### src/rtl/pfq_pkg.sv
package pfq_pkg;
  localparam int unsigned OFF_W   = 16;
  localparam int unsigned SEG_W   = 16;
  localparam int unsigned SHIFT_W = 4;
  localparam int unsigned ADDR_W  = SEG_W + SHIFT_W;

  function automatic logic [ADDR_W-1:0] phys_addr(input logic [SEG_W-1:0] seg,
                                                  input logic [OFF_W-1:0] off);
    phys_addr = {seg, {SHIFT_W{1'b0}}} + ADDR_W'(off);
  endfunction
endpackage

### src/rtl/pfq_store.sv
module pfq_store #(
  parameter int unsigned DEPTH = 6,
  parameter int unsigned DW    = 8,
  localparam int unsigned PTR_W = (DEPTH > 1) ? $clog2(DEPTH) : 1,
  localparam int unsigned CNT_W = $clog2(DEPTH + 1)
) (
  input  logic             clk_i,
  input  logic             rst_ni,
  input  logic             clr_i,
  input  logic             push_i,
  input  logic [DW-1:0]    push_data_i,
  input  logic             pop_i,
  output logic [DW-1:0]    head_o,
  output logic [CNT_W-1:0] count_o,
  output logic             empty_o
);
  logic [DW-1:0]    slot_q [DEPTH];
  logic [PTR_W-1:0] rd_q, wr_q;
  logic [CNT_W-1:0] cnt_q;
  logic             push_en, pop_en;

  function automatic logic [PTR_W-1:0] nxt(input logic [PTR_W-1:0] p);
    nxt = (p == PTR_W'(DEPTH - 1)) ? '0 : p + 1'b1;
  endfunction

  assign empty_o = (cnt_q == '0);
  assign push_en = push_i && !clr_i;
  assign pop_en  = pop_i && !empty_o && !clr_i;
  assign head_o  = slot_q[rd_q];
  assign count_o = cnt_q;

  for (genvar g = 0; g < DEPTH; g++) begin : g_slot
    always_ff @(posedge clk_i or negedge rst_ni) begin
      if (!rst_ni)                                  slot_q[g] <= '0;
      else if (push_en && (wr_q == PTR_W'(g)))      slot_q[g] <= push_data_i;
    end
  end

  always_ff @(posedge clk_i or negedge rst_ni) begin
    if (!rst_ni) begin
      rd_q  <= '0;
      wr_q  <= '0;
      cnt_q <= '0;
    end else if (clr_i) begin
      rd_q  <= '0;
      wr_q  <= '0;
      cnt_q <= '0;
    end else begin
      if (push_en) wr_q <= nxt(wr_q);
      if (pop_en)  rd_q <= nxt(rd_q);
      case ({push_en, pop_en})
        2'b10:   cnt_q <= cnt_q + 1'b1;
        2'b01:   cnt_q <= cnt_q - 1'b1;
        default: cnt_q <= cnt_q;
      endcase
    end
  end

  AST_NO_OVERFLOW: assert property (@(posedge clk_i) disable iff (!rst_ni)
    (push_en && !pop_en) |-> (cnt_q < CNT_W'(DEPTH)));
  AST_EMPTY_POP_IGNORED: assert property (@(posedge clk_i) disable iff (!rst_ni)
    (pop_i && empty_o && !push_i) |=> empty_o);
endmodule

### src/rtl/pfq_fetch.sv
module pfq_fetch
  import pfq_pkg::*;
#(
  parameter int unsigned DEPTH   = 6,
  parameter logic [OFF_W-1:0] RST_OFF = '0,
  localparam int unsigned CNT_W = $clog2(DEPTH + 1)
) (
  input  logic              clk_i,
  input  logic              rst_ni,
  input  logic [SEG_W-1:0]  cs_base_i,
  input  logic              flush_i,
  input  logic [OFF_W-1:0]  flush_off_i,
  input  logic              bus_busy_i,
  input  logic [CNT_W-1:0]  count_i,
  input  logic              mem_ack_i,
  output logic              mem_req_o,
  output logic [ADDR_W-1:0] mem_addr_o,
  output logic              accept_o
);
  logic [OFF_W-1:0]  off_q;
  logic [ADDR_W-1:0] addr_q;
  logic              pend_q, drop_q;
  logic              issue, ack_fire;

  // one request in flight, so "room" is count below depth
  assign issue    = !pend_q && !bus_busy_i && !flush_i && (count_i < CNT_W'(DEPTH));
  assign ack_fire = pend_q && mem_ack_i;
  assign accept_o = ack_fire && !drop_q && !flush_i;

  assign mem_req_o  = pend_q;
  assign mem_addr_o = addr_q;

  always_ff @(posedge clk_i or negedge rst_ni) begin
    if (!rst_ni) begin
      off_q  <= RST_OFF;
      addr_q <= '0;
      pend_q <= 1'b0;
      drop_q <= 1'b0;
    end else begin
      if (flush_i)       off_q <= flush_off_i;
      else if (accept_o) off_q <= off_q + 1'b1;

      if (issue) begin
        pend_q <= 1'b1;
        addr_q <= phys_addr(cs_base_i, off_q);
      end else if (ack_fire) begin
        pend_q <= 1'b0;
      end

      // stale response still owed by memory after a flush
      if (ack_fire)              drop_q <= 1'b0;
      else if (flush_i && pend_q) drop_q <= 1'b1;
    end
  end

  AST_REQ_HOLD: assert property (@(posedge clk_i) disable iff (!rst_ni)
    (mem_req_o && !mem_ack_i) |=> (mem_req_o && $stable(mem_addr_o)));
  AST_ISSUE_IDLE_BUS: assert property (@(posedge clk_i) disable iff (!rst_ni)
    $rose(mem_req_o) |-> !$past(bus_busy_i));
  AST_ISSUE_ROOM: assert property (@(posedge clk_i) disable iff (!rst_ni)
    $rose(mem_req_o) |-> ($past(count_i) < CNT_W'(DEPTH)));
endmodule

### src/rtl/prefetch_queue.sv
module prefetch_queue
  import pfq_pkg::*;
#(
  parameter int unsigned DEPTH = 6
) (
  input  logic              clk_i,
  input  logic              rst_ni,
  input  logic [15:0]       cs_base_i,
  input  logic              flush_i,
  input  logic [15:0]       flush_off_i,
  input  logic              bus_busy_i,
  output logic              mem_req_o,
  output logic [19:0]       mem_addr_o,
  input  logic              mem_ack_i,
  input  logic [7:0]        mem_data_i,
  input  logic              pop_i,
  output logic [7:0]        pop_data_o,
  output logic              empty_o
);
  localparam int unsigned CNT_W = $clog2(DEPTH + 1);

  logic [CNT_W-1:0] count;
  logic             accept;

  pfq_fetch #(.DEPTH(DEPTH)) u_fetch (
    .clk_i       (clk_i),
    .rst_ni      (rst_ni),
    .cs_base_i   (cs_base_i),
    .flush_i     (flush_i),
    .flush_off_i (flush_off_i),
    .bus_busy_i  (bus_busy_i),
    .count_i     (count),
    .mem_ack_i   (mem_ack_i),
    .mem_req_o   (mem_req_o),
    .mem_addr_o  (mem_addr_o),
    .accept_o    (accept)
  );

  pfq_store #(.DEPTH(DEPTH), .DW(8)) u_store (
    .clk_i       (clk_i),
    .rst_ni      (rst_ni),
    .clr_i       (flush_i),
    .push_i      (accept),
    .push_data_i (mem_data_i),
    .pop_i       (pop_i),
    .head_o      (pop_data_o),
    .count_o     (count),
    .empty_o     (empty_o)
  );

  AST_FLUSH_EMPTIES: assert property (@(posedge clk_i) disable iff (!rst_ni)
    flush_i |=> empty_o);
endmodule

### config.mk
export PLATFORM = sky130hd
export DESIGN_NAME = prefetch_queue
export DESIGN_NICKNAME = d
export VERILOG_FILES = /design/src/rtl/pfq_pkg.sv /design/src/rtl/pfq_store.sv /design/src/rtl/pfq_fetch.sv /design/src/rtl/prefetch_queue.sv
export SDC_FILE = /design/constraint.sdc
export NUM_CORES = 1
export LEC_CHECK = 0
export BUFFER_PORTS_ARGS = -buffer_cell sky130_fd_sc_hd__buf_2
export CAP_MARGIN = 20
export CORE_ASPECT_RATIO = 1.2
export CORE_MARGIN = 8
export CORE_UTILIZATION = 64
export CTS_BUF_LIST = sky130_fd_sc_hd__clkbuf_2 sky130_fd_sc_hd__clkbuf_4 sky130_fd_sc_hd__clkbuf_8
export CTS_CLUSTER_SIZE = 30
export DETAILED_ROUTE_END_ITERATION = 12
export PLACE_DENSITY = 0.95
export SLEW_MARGIN = 20
export SYNTH_ARGS = -nofsm -noshare
export SYNTH_HDL_FRONTEND = slang
export SYNTH_SLANG_ARGS = --single-unit
### constraint.sdc
create_clock -name clk_i -period 6.2 [get_ports clk_i]
set_input_delay 0.93 -clock clk_i [delete_from_list [all_inputs] [get_ports clk_i]]
set_output_delay 0.93 -clock clk_i [all_outputs]
set_load 0.01 [all_outputs]
==> flow_summary.ini, run 1 <==
[floorplanning]
die_height_um = 113.1
io_pins = 76
core_um2 = 7664
initial_utilization_pct = 65.57
fp-row-count = 35
die-area_um2 = 10950
die_width_um = 96.89

[logic_synthesis]
synth_fa_ha_area_share_pct = 4.283
synth_xor_xnor_area_share_pct = 4.706
synth_sequential_area_ratio_pct = 47.31
synth.mux.area_fraction_pct = 16.73
postSynth.topFlopCell = sky130_fd_sc_hd__dfrtp_1
postSynth.asyncResetShare_pct = 100.0
yosys_warnings = 0
synthesis.area_per_instance_um2 = 10.92
synth_enable_flop_cells = 0
synth-compound-area-share_pct = 10.76
synth_simple_gate_area_share_pct = 13.60
synth_top_area_share_pct = 47.31
post-synth-top-area-cell = sky130_fd_sc_hd__dfrtp_1
syn-num-nets = 522
synth_area_leaders = sky130_fd_sc_hd__dfrtp_1 (47%), sky130_fd_sc_hd__mux2_2 (11%), sky130_fd_sc_hd__nand2_1 (4.9%), sky130_fd_sc_hd__mux4_2 (3.6%), sky130_fd_sc_hd__ha_1 (3.5%)
netlist_area_um2 = 5025
post_synth_inst_count = 460
combinational_family_with_the_most_area_after_synthesis = multiplexers
post_synth_num_cell_types = 55
synthesized_flop_and_latch_total = 95

[grt]
grt_antenna_before_repair = 0
grt.overflow.total = 0
global_routing_usage_summed_across_all_routing_layers_pct = 21.07
first_global_vias = 4069
grt_max_degree = 68
global_route_wire_length_before_repair_mm = 19.30

[placed_design]
hpwlAfterDp_mm = 8.247
numPortBuffers = 75
routability_driven_placement_congestion_ratio = 0.9538

[worst_setup_path]
critical_path_at_ns = 2.07
timing.setup.critical_path_class = register to primary output
required_time_of_the_critical_path_ns = 5.27
crit_fanout = 11
cp_endpoint_kind = primary output
worst_setup_sp_type = register

[final_layout]
layout-area-overhead-vs-synth_pct = 12.67
num_antenna_cells = 0
fillers = 487
layout.cells.most_common_list = sky130_fd_sc_hd__dfrtp_1 (95), sky130_fd_sc_hd__buf_2 (74), sky130_fd_sc_hd__nand2_1 (66)
post_route_cells_drive_above_1_share_pct = 30.71
final_net_count = 591
mostFrequentLayoutCell = sky130_fd_sc_hd__dfrtp_1

[route]
detail-route-antenna-nets = 0
routed-wl-met2_mm = 5.889
vias = 3857
drcViolationCount = 0
drt_first_pass_iters = 4
wire_per_inst_um = 18.28
postRouteWirelength_mm = 11.45
met1Wirelength_mm = 4.624
detail_route.iter0.violations = 181
vias_per_cell = 6.161
maxUsedRoutingLayer = met4
met3WireLength_um = 727

[flow_run]
max_cap_viol_count = 0

[sta]
skew_ns = 0.01140
max_freq_mhz = 333.1
layout_worst_path_cycle_share_pct = 48.42
slew_violations = 0
finalHoldViolations = 0
finalWorstPathRequiredPeriod_ns = 3.002
grt_setup_unrepaired = false
max_slew_margin_pct = 46.89
tightestPinTransition_ns = 0.7967
total_neg_setup_slack_ns = 0
report.final.setup_viol = 0

[cts]
cts_max_path_buffers = 2
cts_buffers = 9
htreeDepth = 3
cts_tree = yes
clkLatencyLatePin_ns = 0.37
cts_hold_buffers = 0
cts_repair_resize_count = 0
root_buffer = sky130_fd_sc_hd__clkbuf_8
clk_transition_reported_paths_ns = 0.10
tritoncts_num_sinks = 95
cts.repair_timing.setup_buffer_count = 0

[pwr]
worst_ir_drop_vdd_mv = 0.1962
power.leakage_uw = 0.002720
p_per_area_nw_per_um2 = 308.2
totalPowerFinal_uw = 1745

[min_path]
min-delay-path-class = input port to asynchronous set/reset pin

[run_status]
run_status = finished, final reports clean
[metal layers]
| metal | global-route usage [%] | vias to the layer above |
|---|---|---|
| met5 | 0 | - |
| met1 | 25.74 | 1919 |
| met3 | 4.449 | 18 |
| met2 | 36.21 | 135 |
| li1 | - | 1785 |
| met4 | 6.886 | 0 |
[flip-flops by register name (all words and copies together), names as in the netlist]
| signal | flops |
|---|---|
| u_store.rd_q | 3 |
| u_fetch.mem_req_o | 1 |
| u_store.count_o | 3 |
| u_fetch.off_q | 16 |
| u_fetch.drop_q | 1 |
| u_store.wr_q | 3 |
| u_fetch.mem_addr_o | 20 |
| u_store.slot_q | 48 |
[where the power goes]
| part | total [uW] | internal, uW | switching (uW) |
|---|---|---|---|
| clock network | 394 | 155 | 239 |
| logic | 547 | 273 | 274 |
| registers | 804 | 716 | 88.2 |
| total | 1740 | 1140 | 601 |
[critical path: stages (launching register included)]
cell	delay [ns]
sky130_fd_sc_hd__dfrtp_1	0.67
sky130_fd_sc_hd__buf_8	0.24
sky130_fd_sc_hd__mux4_2	0.52
sky130_fd_sc_hd__inv_1	0.07
sky130_fd_sc_hd__o22ai_1	0.06
sky130_fd_sc_hd__buf_2	0.16
[metrics by stage]
stage	worst slack (ns)	cell area (um^2)	util [%]	hold slack, ns	cells
2_1_floorplan	3.487	5025	-	0.4739	460
3_3_place_gp	3.122	5456	71.20	0.4647	609
3_5_place_dp	3.037	5456	71.20	0.4739	609
4_1_cts	2.895	5645	73.67	0.4907	625
5_1_grt	3.071	5662	73.88	0.5114	626
6_report	3.198	5662	73.88	0.4759	626
[kinds of logic after synthesis]
kind of cell,count (synthesis)
xor+xnor,27
flops,95
simple gates,139
mux,68
fa+ha+maj,16
compound gates,82
buf+inv,33
[worst paths after layout]
| kind | startpoint | cells after the start | slack [ns] | endpoint |
|---|---|---|---|---|
| setup / recovery | u_store.rd_q[0] | 5 | 3.20 | pop_data_o[7] |
| hold / removal | rst_ni | 1 | 0.48 | u_fetch.mem_req_o |
| setup reg to reg | u_fetch.off_q[4] | 7 | 3.79 | u_fetch.mem_addr_o[16] |
| hold reg to reg | u_fetch.mem_addr_o[4] | 2 | 0.49 | u_fetch.mem_addr_o[4] |
| max in group asynchronous | rst_ni | 2 | 4.60 | u_store.slot_q[34] |
| min in group clk_i | u_fetch.mem_addr_o[4] | 2 | 0.49 | u_fetch.mem_addr_o[4] |
[cell usage after synthesis (all sizes together), types with 12 or more instances]
master  instances
mux2           48
nand3          12
xnor2          14
clkbuf         12
ha             14
nand2          66
inv            13
dfrtp          95
nor2           20
a21oi          16
mux2i          12
o21ai          30
xor2           13
[area by class of cell]
cell class | count | area [um^2] | area share, %
clock buffer | 9 | 123.9 | 2.188
clock inverter | 7 | 65.06 | 1.149
inverter | 13 | 48.80 | 0.8619
multi-input combinational | 332 | 2524 | 44.57
sequential | 95 | 2377 | 41.99
tap | 92 | 115.1 | 2.033
timing repair buffer | 78 | 407.9 | 7.204
(Power assumes the default switching activity.)
==> run 2, diff against run 1 <==
--- a/config.mk
+++ b/config.mk
@@ -5,15 +5,16 @@
 export SDC_FILE = /design/constraint.sdc
 export NUM_CORES = 1
 export LEC_CHECK = 0
+export ABC_AREA = 1
 export BUFFER_PORTS_ARGS = -buffer_cell sky130_fd_sc_hd__buf_2
 export CAP_MARGIN = 20
 export CORE_ASPECT_RATIO = 1.2
 export CORE_MARGIN = 8
-export CORE_UTILIZATION = 64
+export CORE_UTILIZATION = 54
 export CTS_BUF_LIST = sky130_fd_sc_hd__clkbuf_2 sky130_fd_sc_hd__clkbuf_4 sky130_fd_sc_hd__clkbuf_8
 export CTS_CLUSTER_SIZE = 30
 export DETAILED_ROUTE_END_ITERATION = 12
-export PLACE_DENSITY = 0.95
+export PLACE_DENSITY = 0.91
 export SLEW_MARGIN = 20
 export SYNTH_ARGS = -nofsm -noshare
 export SYNTH_HDL_FRONTEND = slang
==> constraint.sdc (replaced) <==
create_clock -name clk_i -period 2.75 [get_ports clk_i]
set_input_delay 0.4125 -clock clk_i [delete_from_list [all_inputs] [get_ports clk_i]]
set_output_delay 0.4125 -clock clk_i [all_outputs]
set_load 0.01 [all_outputs]
==> run 2 against run 1 <==
Net effect: non-clock buffer count grew 3; total power increased to 2.5 times the previous value; wire length up 20%; register-to-register slack got worse by 3.0 ns; utilization fell by 12 points; clock-buffer cell count did not move; combinational power rose to 2.8 times the previous value; synthesized cell count rose by 55%; area after synthesis rose by 7.5%; hold slack lost 0.47 ns; die area up 23%; critical path type unchanged.
==> flow_summary.ini, run 2 <==
[floorplanning]
die_height_um = 125.5
die_width_um = 107.3
fp-row-count = 40
io_pins = 76
core_um2 = 9859
die-area_um2 = 13470
initial_utilization_pct = 54.77

[worst_setup_path]
critical_path.n_buffers_inverters = 1
critical_path.cell_chain = nor2_1 -> o21ai_0 -> o21ai_0 -> buf_2
cp_endpoint_kind = primary output
cp_top_family = flip-flops
critical_path_at_ns = 2.01
required_time_of_the_critical_path_ns = 2.34
timing.critical_path.mode_cell = sky130_fd_sc_hd__o21ai_0
critPathSlowestCell = sky130_fd_sc_hd__dfrtp_1
crit_fanout = 12
worst_setup_sp_type = register
cpPeakStageDelay_ns = 0.55
timing.setup.critical_path_class = register to primary output

[pwr]
p_per_area_nw_per_um2 = 728.0
power.leakage_uw = 0.003205
worst_ir_drop_vdd_mv = 0.5846
totalPowerFinal_uw = 4428

[route]
detail_route.iter0.violations = 253
wire_per_inst_um = 14.96
detail-route-antenna-nets = 0
drcViolationCount = 0
drt_first_pass_iters = 5
vias = 4943
postRouteWirelength_mm = 13.71
vias_per_cell = 5.396

[grt]
global_route_wire_length_before_repair_mm = 22.97
first_global_vias = 4953
global_routing_usage_summed_across_all_routing_layers_pct = 20.97
grt_antenna_before_repair = 0
grt_max_degree = 44
grt.overflow.total = 0

[final_layout]
fillers = 884
mostFrequentLayoutCell = sky130_fd_sc_hd__nand2_1
register_with_the_most_flip_flops = u_store.slot_q
post_route_cells_drive_above_1_share_pct = 15.72
layout.cells.most_common_list = sky130_fd_sc_hd__nand2_1 (238), sky130_fd_sc_hd__dfrtp_1 (95), sky130_fd_sc_hd__buf_2 (74)
final_net_count = 846
layout-area-overhead-vs-synth_pct = 12.63
largest_register_ffs = 48

[logic_synthesis]
post-synth-top-area-cell = sky130_fd_sc_hd__dfrtp_1
synth_area_leaders = sky130_fd_sc_hd__dfrtp_1 (44%), sky130_fd_sc_hd__nand2_1 (17%), sky130_fd_sc_hd__o21ai_0 (6.3%), sky130_fd_sc_hd__inv_1 (4.9%), sky130_fd_sc_hd__nand3_1 (4.0%)
netlist_area_um2 = 5400
postSynth.asyncResetShare_pct = 100.0
yosys_warnings = 0
most_frequent_cell_after_synthesis = sky130_fd_sc_hd__nand2_1
synth_top_cells_by_count = sky130_fd_sc_hd__nand2_1 (238), sky130_fd_sc_hd__dfrtp_1 (95), sky130_fd_sc_hd__inv_1 (71)
synth_sequential_area_ratio_pct = 44.02
postSynth.topFlopCell = sky130_fd_sc_hd__dfrtp_1
post_synth_inst_count = 713
synthesized_flop_and_latch_total = 95
synth_top_area_share_pct = 44.02
synth_enable_flop_cells = 0
post_synth_num_cell_types = 42
syn-num-nets = 775
synthesis.area_per_instance_um2 = 7.574

[min_path]
min-delay-path-class = input port to asynchronous set/reset pin

[sta]
finalHoldViolations = 0
grt_setup_unrepaired = false
slew_violations = 0
layout_worst_path_cycle_share_pct = 88.11
report.final.setup_viol = 0
whs_ns = 0.005539
max_freq_mhz = 412.7
max_slew_margin_pct = 61.20
tightestPinTransition_ns = 0.5820
finalWorstPathRequiredPeriod_ns = 2.423
total_neg_setup_slack_ns = 0
skew_ns = 0.01459

[placed_design]
hpwlAfterDp_mm = 10.31
routability_driven_placement_congestion_ratio = 0.9199
numPortBuffers = 75

[cts]
clkLatencyLatePin_ns = 0.38
cts_tree = yes
cts_max_path_buffers = 2
cts_hold_buffers = 0
root_buffer = sky130_fd_sc_hd__clkbuf_8
cts_repair_resize_count = 0
cts.repair_timing.setup_buffer_count = 0
tritoncts_num_sinks = 95
htreeDepth = 3
cts_buffers = 9
clk_transition_reported_paths_ns = 0.11

[run_status]
run_status = finished, final reports clean

[flow_run]
max_cap_viol_count = 0
run 2: worst reg2reg max path, stage by stage, from the launching register on:
cell                      delay (ns)
sky130_fd_sc_hd__dfrtp_1        0.45
sky130_fd_sc_hd__nor2_1         0.16
sky130_fd_sc_hd__and3_1         0.54
sky130_fd_sc_hd__inv_2          0.35
sky130_fd_sc_hd__a21oi_1        0.20
sky130_fd_sc_hd__o21ai_0        0.10
sky130_fd_sc_hd__nand2_1        0.06
run 2: kinds of logic after synthesis:
logic type                 synth area share, %
DFF                                      44.02
and+or+nand+nor                          30.21
adders and majority gates                3.985
buffers and inverters                    7.692
xor gates and xnor gates                0.9733
AOI/OAI and AO/OA                        13.11
run 2: layer usage:
layer	GRT usage, %	up-vias	routed length, um	share of wire, %
li1	-	2441	-	-
met1	23.54	2280	5488	40
met2	36.74	187	6966	51
met3	3.649	35	831	6.1
met4	10.79	0	419	3.1
met5	0	-	0	0
run 2: through the flow:
stage	cell area (um^2)	std cells	util (%)	worst slack, ns
2_1_floorplan	5400	713	-	1.049
3_3_place_gp	5864	899	59.48	0.6508
3_5_place_dp	5864	899	59.48	0.5839
4_1_cts	6080	915	61.66	0.3388
5_1_grt	6080	915	61.66	0.2224
6_report	6082	916	61.69	0.3271
run 2: power breakdown:
part	internal [uW]	switching (uW)
clock	449	570
sequential	1660	202
combinational	589	957
total	2700	1730
run 2: final timing paths:
kind | from | end | slack (ns) | cells after the start
max | u_store.rd_q[1] | pop_data_o[7] | 0.33 | 4
min in group clk_i | flush_off_i[4] | u_fetch.off_q[4] | 0.24 | 2
max in group asynchronous | rst_ni | u_fetch.mem_addr_o[13] | 2.09 | 2
min reg2reg | u_fetch.mem_addr_o[17] | u_fetch.mem_addr_o[17] | 0.48 | 2
max reg2reg | u_fetch.mem_req_o | u_fetch.mem_addr_o[12] | 0.84 | 6
min | rst_ni | u_fetch.mem_req_o | 0.006 | 1
run 2: layout make-up:
type	instances	area, um^2	share of cell area (%)
Clock inverter	7	91.34	1.502
Tap cell	126	157.7	2.592
Sequential cell	95	2377	39.09
Timing Repair Buffer	81	435.4	7.159
Clock buffer	9	123.9	2.037
Inverter	75	286.5	4.711
Antenna cell	1	2.502	0.04114
Multi-Input combinational cell	522	2608	42.87
